==> src/rtl/bitser_fir_pkg.sv <==
package bitser_fir_pkg;

  // Per-clock strobes that the framing control hands to the datapath.
  typedef struct packed {
    logic active;     // a word has been seen since reset
    logic wordStart;  // current bit is bit 0 of a word
    logic extend;     // current bit lies past the sample's sign bit
    logic grabSign;   // current bit is the sample's sign bit
  } fir_ctl_t;

endpackage

==> src/rtl/bitser_fir_ctrl.sv <==
module bitser_fir_ctrl
  import bitser_fir_pkg::*;
#(
  parameter int DW = 8,
  parameter int OW = 16
) (
  input  logic     clk,
  input  logic     rst,
  input  logic     serStart,
  output fir_ctl_t ctl
);
  localparam int CNTW = $clog2(OW);
  localparam logic [CNTW-1:0] LAST_POS = CNTW'(OW - 1);
  localparam logic [CNTW-1:0] SIGN_POS = CNTW'(DW - 1);

  logic [CNTW-1:0] bitPos;
  logic [CNTW-1:0] curPos;
  logic            seenWord;

  always_comb begin
    if (serStart || bitPos == LAST_POS) curPos = '0;
    else                                curPos = bitPos + 1'b1;
    ctl.active    = seenWord || serStart;
    ctl.wordStart = serStart;
    ctl.extend    = ctl.active && (curPos > SIGN_POS);
    ctl.grabSign  = ctl.active && (curPos == SIGN_POS);
  end

  always_ff @(posedge clk) begin
    if (rst) begin
      bitPos   <= LAST_POS;
      seenWord <= 1'b0;
    end else begin
      bitPos   <= curPos;
      seenWord <= seenWord || serStart;
    end
  end


  framing_chk: assert property (@(posedge clk) disable iff (rst)
    (seenWord && bitPos == LAST_POS) |-> serStart)
    else $error("input words are not contiguous");

endmodule

==> src/rtl/bitser_fir_delay.sv <==
module bitser_fir_delay #(
  parameter int LEN = 16
) (
  input  logic clk,
  input  logic rst,
  input  logic dIn,
  output logic dOut
);
  logic [LEN-1:0] shiftReg;

  always_ff @(posedge clk) begin
    if (rst) shiftReg <= '0;
    else     shiftReg <= {shiftReg[LEN-2:0], dIn};
  end

  assign dOut = shiftReg[LEN-1];

endmodule

==> src/rtl/bitser_fir_spmul.sv <==
module bitser_fir_spmul #(
  parameter int              CW   = 8,
  parameter logic [CW-1:0]   COEF = '0
) (
  input  logic clk,
  input  logic rst,
  input  logic wordStart,
  input  logic bitIn,
  output logic prodBit
);
  localparam int AW = CW + 2;
  localparam logic signed [AW-1:0] COEF_EXT = {{2{COEF[CW-1]}}, COEF};
  localparam logic signed [AW-1:0] COEF_MAG = COEF[CW-1] ? -COEF_EXT : COEF_EXT;
  localparam logic signed [AW-1:0] COEF_NEG = -COEF_MAG;

  logic signed [AW-1:0] acc;
  logic signed [AW-1:0] partSum;

  always_comb begin
    partSum = (wordStart ? '0 : acc) + (bitIn ? COEF_EXT : '0);
    prodBit = partSum[0];
  end

  always_ff @(posedge clk) begin
    if (rst) acc <= '0;
    else     acc <= partSum >>> 1;
  end


  acc_range_chk: assert property (@(posedge clk) disable iff (rst)
    (acc >= COEF_NEG) && (acc <= COEF_MAG))
    else $error("multiplier residue out of range");

endmodule

==> src/rtl/bitser_fir_seradd.sv <==
module bitser_fir_seradd (
  input  logic clk,
  input  logic rst,
  input  logic clrCarry,
  input  logic aBit,
  input  logic bBit,
  output logic sumBit
);
  logic carry;
  logic carryIn;

  always_comb begin
    carryIn = clrCarry ? 1'b0 : carry;
    sumBit  = aBit ^ bBit ^ carryIn;
  end

  always_ff @(posedge clk) begin
    if (rst) carry <= 1'b0;
    else     carry <= (aBit & bBit) | (aBit & carryIn) | (bBit & carryIn);
  end

endmodule

==> src/rtl/bitser_fir_datapath.sv <==
module bitser_fir_datapath
  import bitser_fir_pkg::*;
#(
  parameter int                  TAPS  = 4,
  parameter int                  OW    = 16,
  parameter int                  CW    = 8,
  parameter logic [TAPS*CW-1:0]  COEFS = '0
) (
  input  logic     clk,
  input  logic     rst,
  input  logic     serIn,
  input  fir_ctl_t ctl,
  output logic     serOut,
  output logic     outStart
);
  logic            signBit;
  logic            extBit;
  logic [TAPS-1:0] tapBit;
  logic [TAPS-1:0] prodComb;
  logic [TAPS-1:0] prodReg;
  logic [TAPS-1:0] partial;
  logic            startD1;

  always_comb begin
    if (!ctl.active)    extBit = 1'b0;
    else if (ctl.extend) extBit = signBit;
    else                extBit = serIn;
  end

  always_ff @(posedge clk) begin
    if (rst)               signBit <= 1'b0;
    else if (ctl.grabSign) signBit <= serIn;
  end

  assign tapBit[0] = extBit;

  genvar k;
  generate
    for (k = 1; k < TAPS; k++) begin : g_delay
      bitser_fir_delay #(.LEN(OW)) u_delay (
        .clk  (clk),
        .rst  (rst),
        .dIn  (tapBit[k-1]),
        .dOut (tapBit[k])
      );
    end

    for (k = 0; k < TAPS; k++) begin : g_mul
      bitser_fir_spmul #(.CW(CW), .COEF(COEFS[k*CW +: CW])) u_mul (
        .clk       (clk),
        .rst       (rst),
        .wordStart (ctl.wordStart),
        .bitIn     (tapBit[k]),
        .prodBit   (prodComb[k])
      );
    end

    assign partial[0] = prodReg[0];
    for (k = 1; k < TAPS; k++) begin : g_add
      bitser_fir_seradd u_add (
        .clk      (clk),
        .rst      (rst),
        .clrCarry (startD1),
        .aBit     (partial[k-1]),
        .bBit     (prodReg[k]),
        .sumBit   (partial[k])
      );
    end
  endgenerate

  always_ff @(posedge clk) begin
    if (rst) begin
      prodReg  <= '0;
      startD1  <= 1'b0;
      serOut   <= 1'b0;
      outStart <= 1'b0;
    end else begin
      prodReg  <= prodComb;
      startD1  <= ctl.wordStart;
      serOut   <= partial[TAPS-1];
      outStart <= startD1;
    end
  end


  sign_ext_chk: assert property (@(posedge clk) disable iff (rst)
    (ctl.extend && $past(ctl.extend)) |-> (extBit == $past(extBit)))
    else $error("extension bits not held at sign");


  strobe_gap_chk: assert property (@(posedge clk) disable iff (rst)
    outStart |=> !outStart)
    else $error("output strobe longer than one clock");

endmodule

==> src/rtl/bitser_fir.sv <==
module bitser_fir
  import bitser_fir_pkg::*;
#(
  parameter int                 TAPS  = 4,
  parameter int                 DW    = 8,
  parameter int                 OW    = 16,
  parameter int                 CW    = 8,
  parameter logic [TAPS*CW-1:0] COEFS = {8'hB3, 8'h64, 8'h80, 8'h7F}
) (
  input  logic clk,
  input  logic rst,
  input  logic serIn,
  input  logic serStart,
  output logic serOut,
  output logic outStart
);
  fir_ctl_t ctl;

  bitser_fir_ctrl #(.DW(DW), .OW(OW)) u_ctrl (
    .clk      (clk),
    .rst      (rst),
    .serStart (serStart),
    .ctl      (ctl)
  );

  bitser_fir_datapath #(.TAPS(TAPS), .OW(OW), .CW(CW), .COEFS(COEFS)) u_dp (
    .clk      (clk),
    .rst      (rst),
    .serIn    (serIn),
    .ctl      (ctl),
    .serOut   (serOut),
    .outStart (outStart)
  );

endmodule

==> config.mk <==
export PLATFORM = sky130hd
export DESIGN_NAME = bitser_fir
export DESIGN_NICKNAME = d
export VERILOG_FILES = /design/src/rtl/bitser_fir_pkg.sv /design/src/rtl/bitser_fir_ctrl.sv /design/src/rtl/bitser_fir_delay.sv /design/src/rtl/bitser_fir_spmul.sv /design/src/rtl/bitser_fir_seradd.sv /design/src/rtl/bitser_fir_datapath.sv /design/src/rtl/bitser_fir.sv
export SDC_FILE = /design/constraint.sdc
export NUM_CORES = 1
export LEC_CHECK = 0
export BUFFER_PORTS_ARGS = -buffer_cell sky130_fd_sc_hd__buf_2
export CORE_UTILIZATION = 35
export CTS_CLUSTER_SIZE = 10
export DETAILED_ROUTE_END_ITERATION = 7
export PLACE_DENSITY_LB_ADDON = 0.15
export SLEW_MARGIN = 20
export SYNTH_ARGS = -nofsm -noshare
export SYNTH_HDL_FRONTEND = slang
export SYNTH_SLANG_ARGS = --single-unit
==> constraint.sdc <==
create_clock -name clk -period 3.9 [get_ports clk]
set_input_delay 0.78 -clock clk [delete_from_list [all_inputs] [get_ports clk]]
set_output_delay 0.78 -clock clk [all_outputs]
set_load 0.02 [all_outputs]
[Word level (Yosys, flattened, before mapping)]
Cells that the tools add are included.
Word-level totals
  output and inout port bits: 2
  register bits: 100
  word-level logic and storage cells: 64
  input bits: 4
Operators by class
  mux-type cells: 14
  magnitude comparators: 1
  add/sub/neg operators: 5
  bitwise operators: 21
  eq/ne operators: 2
  reduce and logical (&&, ||, !) cells: 4
Operators by type and width (number)
  $mux 10: 6
  $add 10x10->10: 2
  $add 10x7->10: 2
  $mux 7: 2
  $and 1x1->1: 9
  $or 1x1->1: 6
  $xor 1x1->1: 6
  $mux 1: 5
  $add 4x1->4 const B: 1
  $eq 4x3->1 const B: 1
  $eq 4x4->1 const B: 1
  $gt 4x3->1 const B: 1
  $mux 4: 1
  $logic_and 1x1->1: 2
  $logic_or 1x1->1: 2

[Depth between registers and ports, before layout]
Gate-level depths: netlist of run 1.
  depth in word-level cells: 9
  depth in mapped cells: 11
  gate-level depth less buffers: 11

[Hierarchy]
A second synthesis of run 1 with hierarchy kept.
Second synthesis, totals
  cell total of the unflattened synthesis: 377
  area total of the unflattened synthesis: 4144.0 µm²
By module, submodules not included
  bitser_fir_delay: cells each 33, instances 3, sequential area each 320.3 µm², area an instance 464.2 µm²
  bitser_fir_spmul at u_dp.g_mul[0].u_mul: cells each 74, instances 1, sequential area each 180.2 µm², area an instance 651.9 µm²
  bitser_fir_spmul at u_dp.g_mul[3].u_mul: cells each 59, instances 1, sequential area each 180.2 µm², area an instance 569.3 µm²
  bitser_fir_spmul at u_dp.g_mul[2].u_mul: cells each 51, instances 1, sequential area each 180.2 µm², area an instance 496.7 µm²
  bitser_fir_spmul at u_dp.g_mul[1].u_mul: cells each 28, instances 1, sequential area each 180.2 µm², area an instance 371.6 µm²
  bitser_fir_ctrl: cells each 26, instances 1, sequential area each 100.1 µm², area an instance 244.0 µm²
  bitser_fir_datapath: cells each 19, instances 1, sequential area each 160.2 µm², area an instance 234.0 µm²
  bitser_fir_seradd: cells each 7, instances 3, sequential area each 20.0 µm², area an instance 61.3 µm²

[Worst setup path after synthesis of run 1]
Ideal clock, no wire load.
  kind: input port to flip-flop
  start: input serStart
  end: register u_dp.g_mul[0].u_mul.acc[7]
  buffers on the path: 1
  arrival time: 3.068 ns
  library setup time: 0.072 ns
  data required time: 3.828 ns
  slack: 0.760 ns
  stages: 10
  cells stage by stage: buf_2 -> a311oi_1 -> mux2i_1 -> nor2_1 -> ha_1 -> fa_1 -> a211oi_1 -> nor2_1 -> o221ai_1 -> mux2i_1
On the way
  word-level cells in the longest chain between the ends: 8
  elaborated cells on any way between the ends: 10
  those cells by class: 1 x add/sub; 1 x order compare; 5 x mux; 3 x reduce/logical
RTL lines
  from (decl): line bitser_fir.sv:13  | input logic serStart,
  $logic_or 1x1->1: line bitser_fir_ctrl.sv:21  | if (serStart || bitPos == LAST_POS) curPos = '0;
  $mux 4: line bitser_fir_ctrl.sv:21
  $gt 4x3->1: line bitser_fir_ctrl.sv:25  | ctl.extend = ctl.active && (curPos > SIGN_POS);
  $logic_and 1x1->1: line bitser_fir_ctrl.sv:25
  $mux 1: line bitser_fir_datapath.sv:26  | else if (ctl.extend) extBit = signBit;
  $mux 1 *: line bitser_fir_datapath.sv:25  | if (!ctl.active) extBit = 1'b0;
  named net u_dp.extBit: line bitser_fir_datapath.sv:17  | logic extBit;
  $mux 7 *: line bitser_fir_spmul.sv:20  | partSum = (wordStart ? '0 : acc) + (bitIn ? COEF_EXT : '0);
  $add 10x7->10 *: line bitser_fir_spmul.sv:20
  to (signal assigned): line bitser_fir_spmul.sv:26  | else acc <= partSum >>> 1;
  to (decl): line bitser_fir_spmul.sv:16  | logic signed [AW-1:0] acc;
Mark *: on every way through the listed nets, which the timed path passes. The rest lies on a longest branch.
A chain may end at the register's enable or synchronous reset.

[Final worst setup path of run 1]
  start: register u_ctrl.bitPos[0]
  end: register u_dp.g_mul[0].u_mul.acc[7]
On the way
  word-level cells in the longest chain between the ends: 9
  elaborated cells on any way between the ends: 10
  those cells by class: 2 x add/sub; 1 x order compare; 1 x eq/ne; 4 x mux; 2 x reduce/logical
RTL lines
  from (decl): line bitser_fir_ctrl.sv:16  | logic [CNTW-1:0] bitPos;
  from (signal assigned): line bitser_fir_ctrl.sv:34  | bitPos <= curPos;
  branches (longest 2 deep; another with $add 4x1->4)
  $mux 4 *: line bitser_fir_ctrl.sv:21
  $gt 4x3->1 *: line bitser_fir_ctrl.sv:25
  $logic_and 1x1->1 *: line bitser_fir_ctrl.sv:25
  $mux 1 *: line bitser_fir_datapath.sv:26
  $mux 1 *: line bitser_fir_datapath.sv:25
  named net u_dp.extBit: line bitser_fir_datapath.sv:17
  $mux 7 *: line bitser_fir_spmul.sv:20
  $add 10x7->10 *: line bitser_fir_spmul.sv:20
Mark *: on every way through the listed nets, which the timed path passes.

==> results by group, run 1 <==
CTS
  • Max clock buf depth: 2
  • Hold-fix buffers, CTS: 0
  • Clk_lat worst skew: 360 ps
  • # resized after CTS: 0
  • CTS tree: yes
  • # Post-CTS Setup Buffers: 0
  • H-tree levels: 3
  • Reg clk slew, reported paths: 100 ps
  • Root Buffer: clkbuf_8
  • CTS Buf Count: 9
  • Clock sinks: 100

Floorplanning
  • Placement row count: 37
  • Die W: 107 um
  • Initial cell density of the core: 0.366
  • Core box area: 10500 sq um
  • Num ports: 6
  • Die Span Y: 107 um
  • Full die area: 11400 sq um

GRT
  • Maximum number of pins on one net before global-route repair: 39
  • Vias in the first global route: 2323
  • First-pass GRT wire length: 10300 um
  • Grt total ovfl: 0
  • Antenna violations before repair: 0
  • Gr usage total: 0.116

Timing
  • Tcrit/Tclk final: 0.854
  • Fmax achieved: 300 MHz
  • Final Skew: 7.55 ps
  • Max-slew violations: 0
  • Slew margin rel.: 0.557
  • Unrepaired setup endpoints after global routing: no
  • Tmin final: 3330 ps
  • Final hold violation count: 0
  • Setup_tns: 0 ps
  • Setup violators final: 0
  • Worst-margin pin slew: 662 ps

Synthesis
  • Post-synthesis sequential area ratio: 0.523
  • Synth Area in Adders: 0.0988
  • Post-synth EDFFs: 0
  • Most frequent cell after synthesis: dfxtp_1
  • Commonest cells post-synth: dfxtp_1, nor2b_1, nor2_1, ha_1, inv_1
  • Complex-gate fraction of the synthesized area: 0.0821
  • Cell taking the most area after synthesis: dfxtp_1
  • Register bit total from synthesis: 100
  • Syn Inst Count: 367
  • Top cells by area, synth: dfxtp_1, nor2b_1, ha_1
  • Largest family of logic cells by synthesized area: simple AND/OR/NAND/NOR gates
  • Post-Synth Simple-Gate Area: 0.226
  • Synth Area in XOR/XNOR: 0.0252
  • Total number of yosys warnings: 0
  • Post-Syn Nets: 397
  • Syn Std Cell Area: 3830 sq um
  • Synth Flop Type: dfxtp_1
  • Syn Area/Cell: 10.4 sq um
  • Post-synth ARST share: 0
  • Top-area cell type share of the netlist area: 0.523
  • Netlist cell types: 46
  • Multiplexer area fraction after synthesis: 0.0164

Layout
  • Final std cells w/o fill: 513
  • Nets: 402
  • P&R area growth vs syn: 9.35%
  • Final Instance Area: 4180 sq um
  • Ant diodes: 0
  • Share of cells above drive strength 1: 0.0769

Drt
  • DRT antenna net count: 0
  • DR DRC count: 0
  • Wire per inst: 11.1 um
  • First-pass detailed-route iteration total: 4
  • Vias per std cell: 4.53
  • Via count: 2323
  • Routed wire length: 5720 um
  • Iteration-0 DRC Markers: 140

Setup path
  • CP Max Fanout: 8
  • Critical path class: register to register
  • Crit path arrival time: 3630 ps
  • Worst setup path startpoint: u_ctrl.bitPos[0]
  • Worst R2R Start: u_ctrl.bitPos[0]
  • FF-to-FF setup slack: 570 ps
  • CP Capture Type: register
  • Crit path cell chain: ha_1 > a21o_1 > a311oi_1 > mux2i_1 > nor2_1 > ha_1 > fa_1 > a211oi_1 > nor2_1 > o221ai_1 > mux2i_1
  • CP Launch Type: register
  • Buf+Inv Stages, Crit Path: 0
  • CP delay by family, top: compound AO/OA/AOI/OAI gates
  • CP peak stage delay: 430 ps
  • Req. time, crit path: 4200 ps
  • Slowest CP cell: fa_1

Run
  • Max Cap Viol: 0

Hold path
  • Worst min-delay path class: register to register
  • HP Start: u_dp.g_mul[2].u_mul.acc[0]

Pwr
  • Cell Pwr Density: 426 nW/um^2
  • Peak VDD IR: 0.175 mV
  • Static Leak: 1.76 nW

Placement
  • Port Buf Inserts: 5
  • Post-DP HPWL: 3580 um
  • Placed Instances: 497
  • GPL Wtd Cong: 0.735
  • Area post-placement: 3990 sq um

Outcome
  • Status: finished clean
==> metal layers <==
metal	vias up	wire length, um	global-route usage
met4	0	129	0.0499
met1	1075	2890	0.140
met2	21	2540	0.187
li1	1215	-	-
met3	12	154	0.0405
met5	-	0	0
==> registers in the layout, indices dropped and copies added (netlist names) <==
name / flops
u_ctrl.bitPos: 4
u_ctrl.seenWord: 1
u_dp.g_add.u_add.carry: 3
u_dp.g_delay.u_delay.shiftReg: 48
u_dp.g_mul.u_mul.acc: 36
u_dp.outStart: 1
u_dp.prodReg: 4
u_dp.serOut: 1
u_dp.signBit: 1
u_dp.startD1: 1
==> cell type report <==
type	instances	area, sq um
Inverter	15	56.3
Multi-Input combinational cell	238	1710
Fill cell	1058	6280
Tap cell	136	170
Sequential cell	100	2000
Clock buffer	9	124
Timing Repair Buffer	8	47.5
Clock inverter	7	70.1
==> layout by cell type, fill, tap and decap left out, types with 4 or more instances in the layout <==
cell type | netlist | routed
a21o_1 | 8 | 8
and2_1 | 9 | 9
a21oi_1 | 9 | 9
nor2_1 | 29 | 29
xnor2_1 | 5 | 5
a31oi_1 | 4 | 4
inv_1 | 15 | 15
dfxtp_1 | 100 | 100
clkbuf_8 | 0 | 9
nand2_1 | 8 | 8
a211oi_1 | 5 | 5
nor3_1 | 6 | 6
o21ai_0 | 4 | 4
buf_2 | 1 | 5
mux2i_1 | 4 | 4
ha_1 | 19 | 19
fa_1 | 7 | 7
nor2b_1 | 79 | 79
xor2_1 | 6 | 6
==> worst paths after layout <==
check / end / cells after the start
worst min register to register: u_dp.prodReg[2] / 1
worst max register to register: u_dp.g_mul[0].u_mul.acc[7] / 11
worst max-delay path: u_dp.g_mul[0].u_mul.acc[7] / 11
worst min-delay path: u_dp.prodReg[2] / 1
==> cells by family (layout without fill, tap and decap cells) <==
| logic type | after synthesis | in the layout |
|---|---|---|
| and+or+nand+nor | 150 | 150 |
| adders and majority gates | 26 | 26 |
| muxes | 6 | 6 |
| DFF | 100 | 100 |
| AOI/OAI and AO/OA | 45 | 45 |
| buffers and inverters | 29 | 39 |
| xor gates and xnor gates | 11 | 11 |
==> worst register-to-register path: stages (launching register included) <==
cell      delay (ps)
dfxtp_1          360
ha_1             250
a21o_1           160
a311oi_1         400
mux2i_1          280
nor2_1           200
ha_1             290
fa_1             430
a211oi_1         340
nor2_1           130
o221ai_1         220
mux2i_1          210
==> metrics by stage <==
stage	hold WS, ps	total power, mW	utilization	setup WS [ps]
after floorplan	406	1.15	-	760
after global placement	411	1.17	0.381	582
after detailed placement	410	1.17	0.381	502
after CTS	426	1.82	0.400	549
after global routing	445	1.87	0.400	203
final	428	1.78	0.400	568
==> power by group <==
group	switching (mW)	total [mW]	internal, mW
Combinational	0.0635	0.105	0.0417
Clock	0.385	0.633	0.248
Sequential	0.00709	1.04	1.04
(Power assumes the default switching activity.)
==> inputs of run 2 (changes only) <==
Settings changed: CELL_PAD_IN_SITES_DETAIL_PLACEMENT from default to 1, CELL_PAD_IN_SITES_GLOBAL_PLACEMENT from default to 1.
==> run 2 against run 1 <==
Effect of this change:
- clock skew rose by 3.2 ps
- flip-flop and latch count did not move
- routed wire length rose by 11%
- maximum frequency rose by 0.81%
- hold slack improved by 7.4 ps
- global-route usage rose by 1.3 points
- sequential share of layout area rose by 0.11 points
- utilization fell by 0.096 points
- cell area fell by 0.24%
- via count rose by 0.95%
- critical path type unchanged
- largest power group unchanged
==> results by group, run 2 (synthesis gave the netlist of run 1 again) <==
Floorplanning
  • Placement row count: 37 (unchanged)
  • Core box area: 10500 sq um (unchanged)
  • Die Span Y: 107 um (unchanged)
  • Die W: 107 um (unchanged)
  • Initial cell density of the core: 0.366 (unchanged)
  • Num ports: 6 (unchanged)
  • Full die area: 11400 sq um (unchanged)

Drt
  • DR DRC count: 0 (unchanged)
  • Wire per inst: 12.4 um (+11%)
  • Iteration-0 DRC Markers: 95 (-32%)
  • Vias per std cell: 4.58 (+1.1%)
  • Routed wire length: 6360 um (+11%)
  • First-pass detailed-route iteration total: 4 (unchanged)
  • Via count: 2345 (+0.95%)
  • DRT antenna net count: 0 (unchanged)

Pwr
  • Internal: 1.33 mW (about the same)
  • Static Leak: 1.75 nW (-0.23%)
  • Comb pwr share: 0.059 (about the same)
  • Sequential share of power: 0.583 (-0.003)
  • Peak VDD IR: 0.149 mV (-15%)
  • Clk pwr share: 0.357 (+0.002)
  • Switching power share of the total: 0.258 (+0.00286)
  • Cell Pwr Density: 429 nW/um^2 (+0.72%)
  • NetSw: 0.463 mW (+1.6%)

CTS
  • Clk_lat worst skew: 360 ps (about the same)
  • Max clock buf depth: 2 (unchanged)
  • H-tree levels: 3 (unchanged)
  • # Post-CTS Setup Buffers: 0 (unchanged)
  • CTS Buf Count: 9 (unchanged)
  • Hold-fix buffers, CTS: 0 (unchanged)
  • # resized after CTS: 0 (unchanged)
  • Root Buffer: clkbuf_8
  • Clock sinks: 100 (unchanged)
  • CTS tree: yes
  • Reg clk slew, reported paths: 110 ps (about the same)

Setup path
  • Crit path cell chain: ha_1 > a21o_1 > a311oi_1 > mux2i_1 > nor2_1 > ha_1 > fa_1 > a211oi_1 > nor2_1 > o221ai_1 > mux2i_1
  • CP peak stage delay: 430 ps (about the same)
  • CP Max Fanout: 8 (unchanged)
  • Critical path class: register to register
  • CP Launch Type: register
  • Slowest CP cell: fa_1
  • Req. time, crit path: 4190 ps (about the same)
  • Crit path arrival time: 3600 ps (-30 ps)
  • CP Capture Type: register

Layout
  • P&R area growth vs syn: 9.09%
  • Fillers: 1176 (+11%)
  • Leading registers by flop count: u_dp.g_delay.u_delay.shiftReg x48, u_dp.g_mul.u_mul.acc x36
  • Nets: 401 (-0.25%)
  • Share of cells above drive strength 1: 0.0745 (-0.00245)
  • Most frequent cells in the layout: dfxtp_1, nor2b_1, nor2_1
  • Max FFs per register: 48 (unchanged)
  • Register with the most flip-flops: u_dp.g_delay.u_delay.shiftReg
  • Ant diodes: 0 (unchanged)
  • Commonest non-fill, non-tap cell in the layout: dfxtp_1

Timing
  • Worst-margin pin slew: 750 ps (+87.4 ps)
  • Fmax achieved: 303 MHz (+0.81%)
  • Tcrit/Tclk final: 0.847 (-0.00686)
  • Final hold violation count: 0 (unchanged)
  • Setup violators final: 0 (unchanged)
  • Unrepaired setup endpoints after global routing: no
  • Final Worst Setup Slack: 595 ps (+26.8 ps)
  • Final Skew: 10.8 ps (+3.24 ps)
  • Slew margin rel.: 0.500 (-0.0566)
  • Tmin final: 3310 ps (-26.8 ps)
  • WHS: 435 ps (+7.42 ps)
  • Max-slew violations: 0 (unchanged)
  • Setup_tns: 0 ps (unchanged)

GRT
  • Vias in the first global route: 2427 (+4.5%)
  • Antenna violations before repair: 0 (unchanged)
  • Gr usage total: 0.129 (+0.0127)
  • Grt total ovfl: 0 (unchanged)
  • First-pass GRT wire length: 11500 um (+11%)
  • Maximum number of pins on one net before global-route repair: 55 (+41%)

Placement
  • Post-DP HPWL: 4120 um (+15%)
  • GPL Wtd Cong: 0.753 (+2.4%)
  • Port Buf Inserts: 5 (unchanged)
  • Pre-CTS worst setup slack: 494 ps (-7.99 ps)

Run
  • Max Cap Viol: 0 (unchanged)

Outcome
  • Status: finished clean

Hold path
  • Worst min-delay path class: register to register
run 2: changes by cell type in the layout (fill, tap and decap cells not counted), sizes merged:
cell and delta:
buf -1, inv +1, clkinv -1
run 2: per-stage QoR:
stage               area, sq um  cells  utilization  power (mW)
finish                     4170    512        0.399        1.79
global route               4170    512        0.399        1.89
CTS                        4170    512        0.399        1.83
detailed placement         3980    496        0.381        1.18
global placement           3980    496        0.381        1.17
floorplan                  3830    367            -        1.15
run 2: routing by layer:
metal,share of wire,track usage,vias up
met2,0.45,0.206,11
met1,0.52,0.168,1117
met5,0,0,-
li1,-,-,1209
met4,0.016,0.0558,0
met3,0.016,0.0258,8
run 2: cell type report:
| type | instances | area (sq um) | area share |
|---|---|---|---|
| Clock buffer | 9 | 124 | 0.0297 |
| Clock inverter | 7 | 67.6 | 0.0162 |
| Inverter | 15 | 56.3 | 0.0135 |
| Multi-Input combinational cell | 238 | 1710 | 0.411 |
| Sequential cell | 100 | 2000 | 0.480 |
| Tap cell | 136 | 170 | 0.0408 |
| Timing Repair Buffer | 7 | 40.0 | 0.00959 |
run 2: worst paths after layout:
path | startpoint | end | slack (ps) | cells past startpoint
setup / recovery | u_ctrl.bitPos[0] | u_dp.g_mul[0].u_mul.acc[7] | 590 | 11
hold reg to reg | u_dp.g_mul[2].u_mul.acc[0] | u_dp.prodReg[2] | 440 | 1
setup reg to reg | u_ctrl.bitPos[0] | u_dp.g_mul[0].u_mul.acc[7] | 590 | 11
hold / removal | u_dp.g_mul[2].u_mul.acc[0] | u_dp.prodReg[2] | 440 | 1
run 2: worst max-delay path, delay by kind of cell (launching register included):
family | cells | cell delay (ps)
AND/OR/NAND/NOR | 2 | 340
flip-flops | 1 | 360
multiplexers | 2 | 480
adder cells (fa/ha/maj) | 3 | 970
AO/OA/AOI/OAI | 4 | 1110
run 2: power by group through the flow:
stage	combinational (mW)	sequential, mW	clock [mW]
after floorplan	0.0828	1.07	0
after global placement	0.107	1.07	0
after detailed placement	0.108	1.07	0
after CTS	0.109	1.04	0.675
after global routing	0.123	1.05	0.715
final	0.106	1.04	0.640
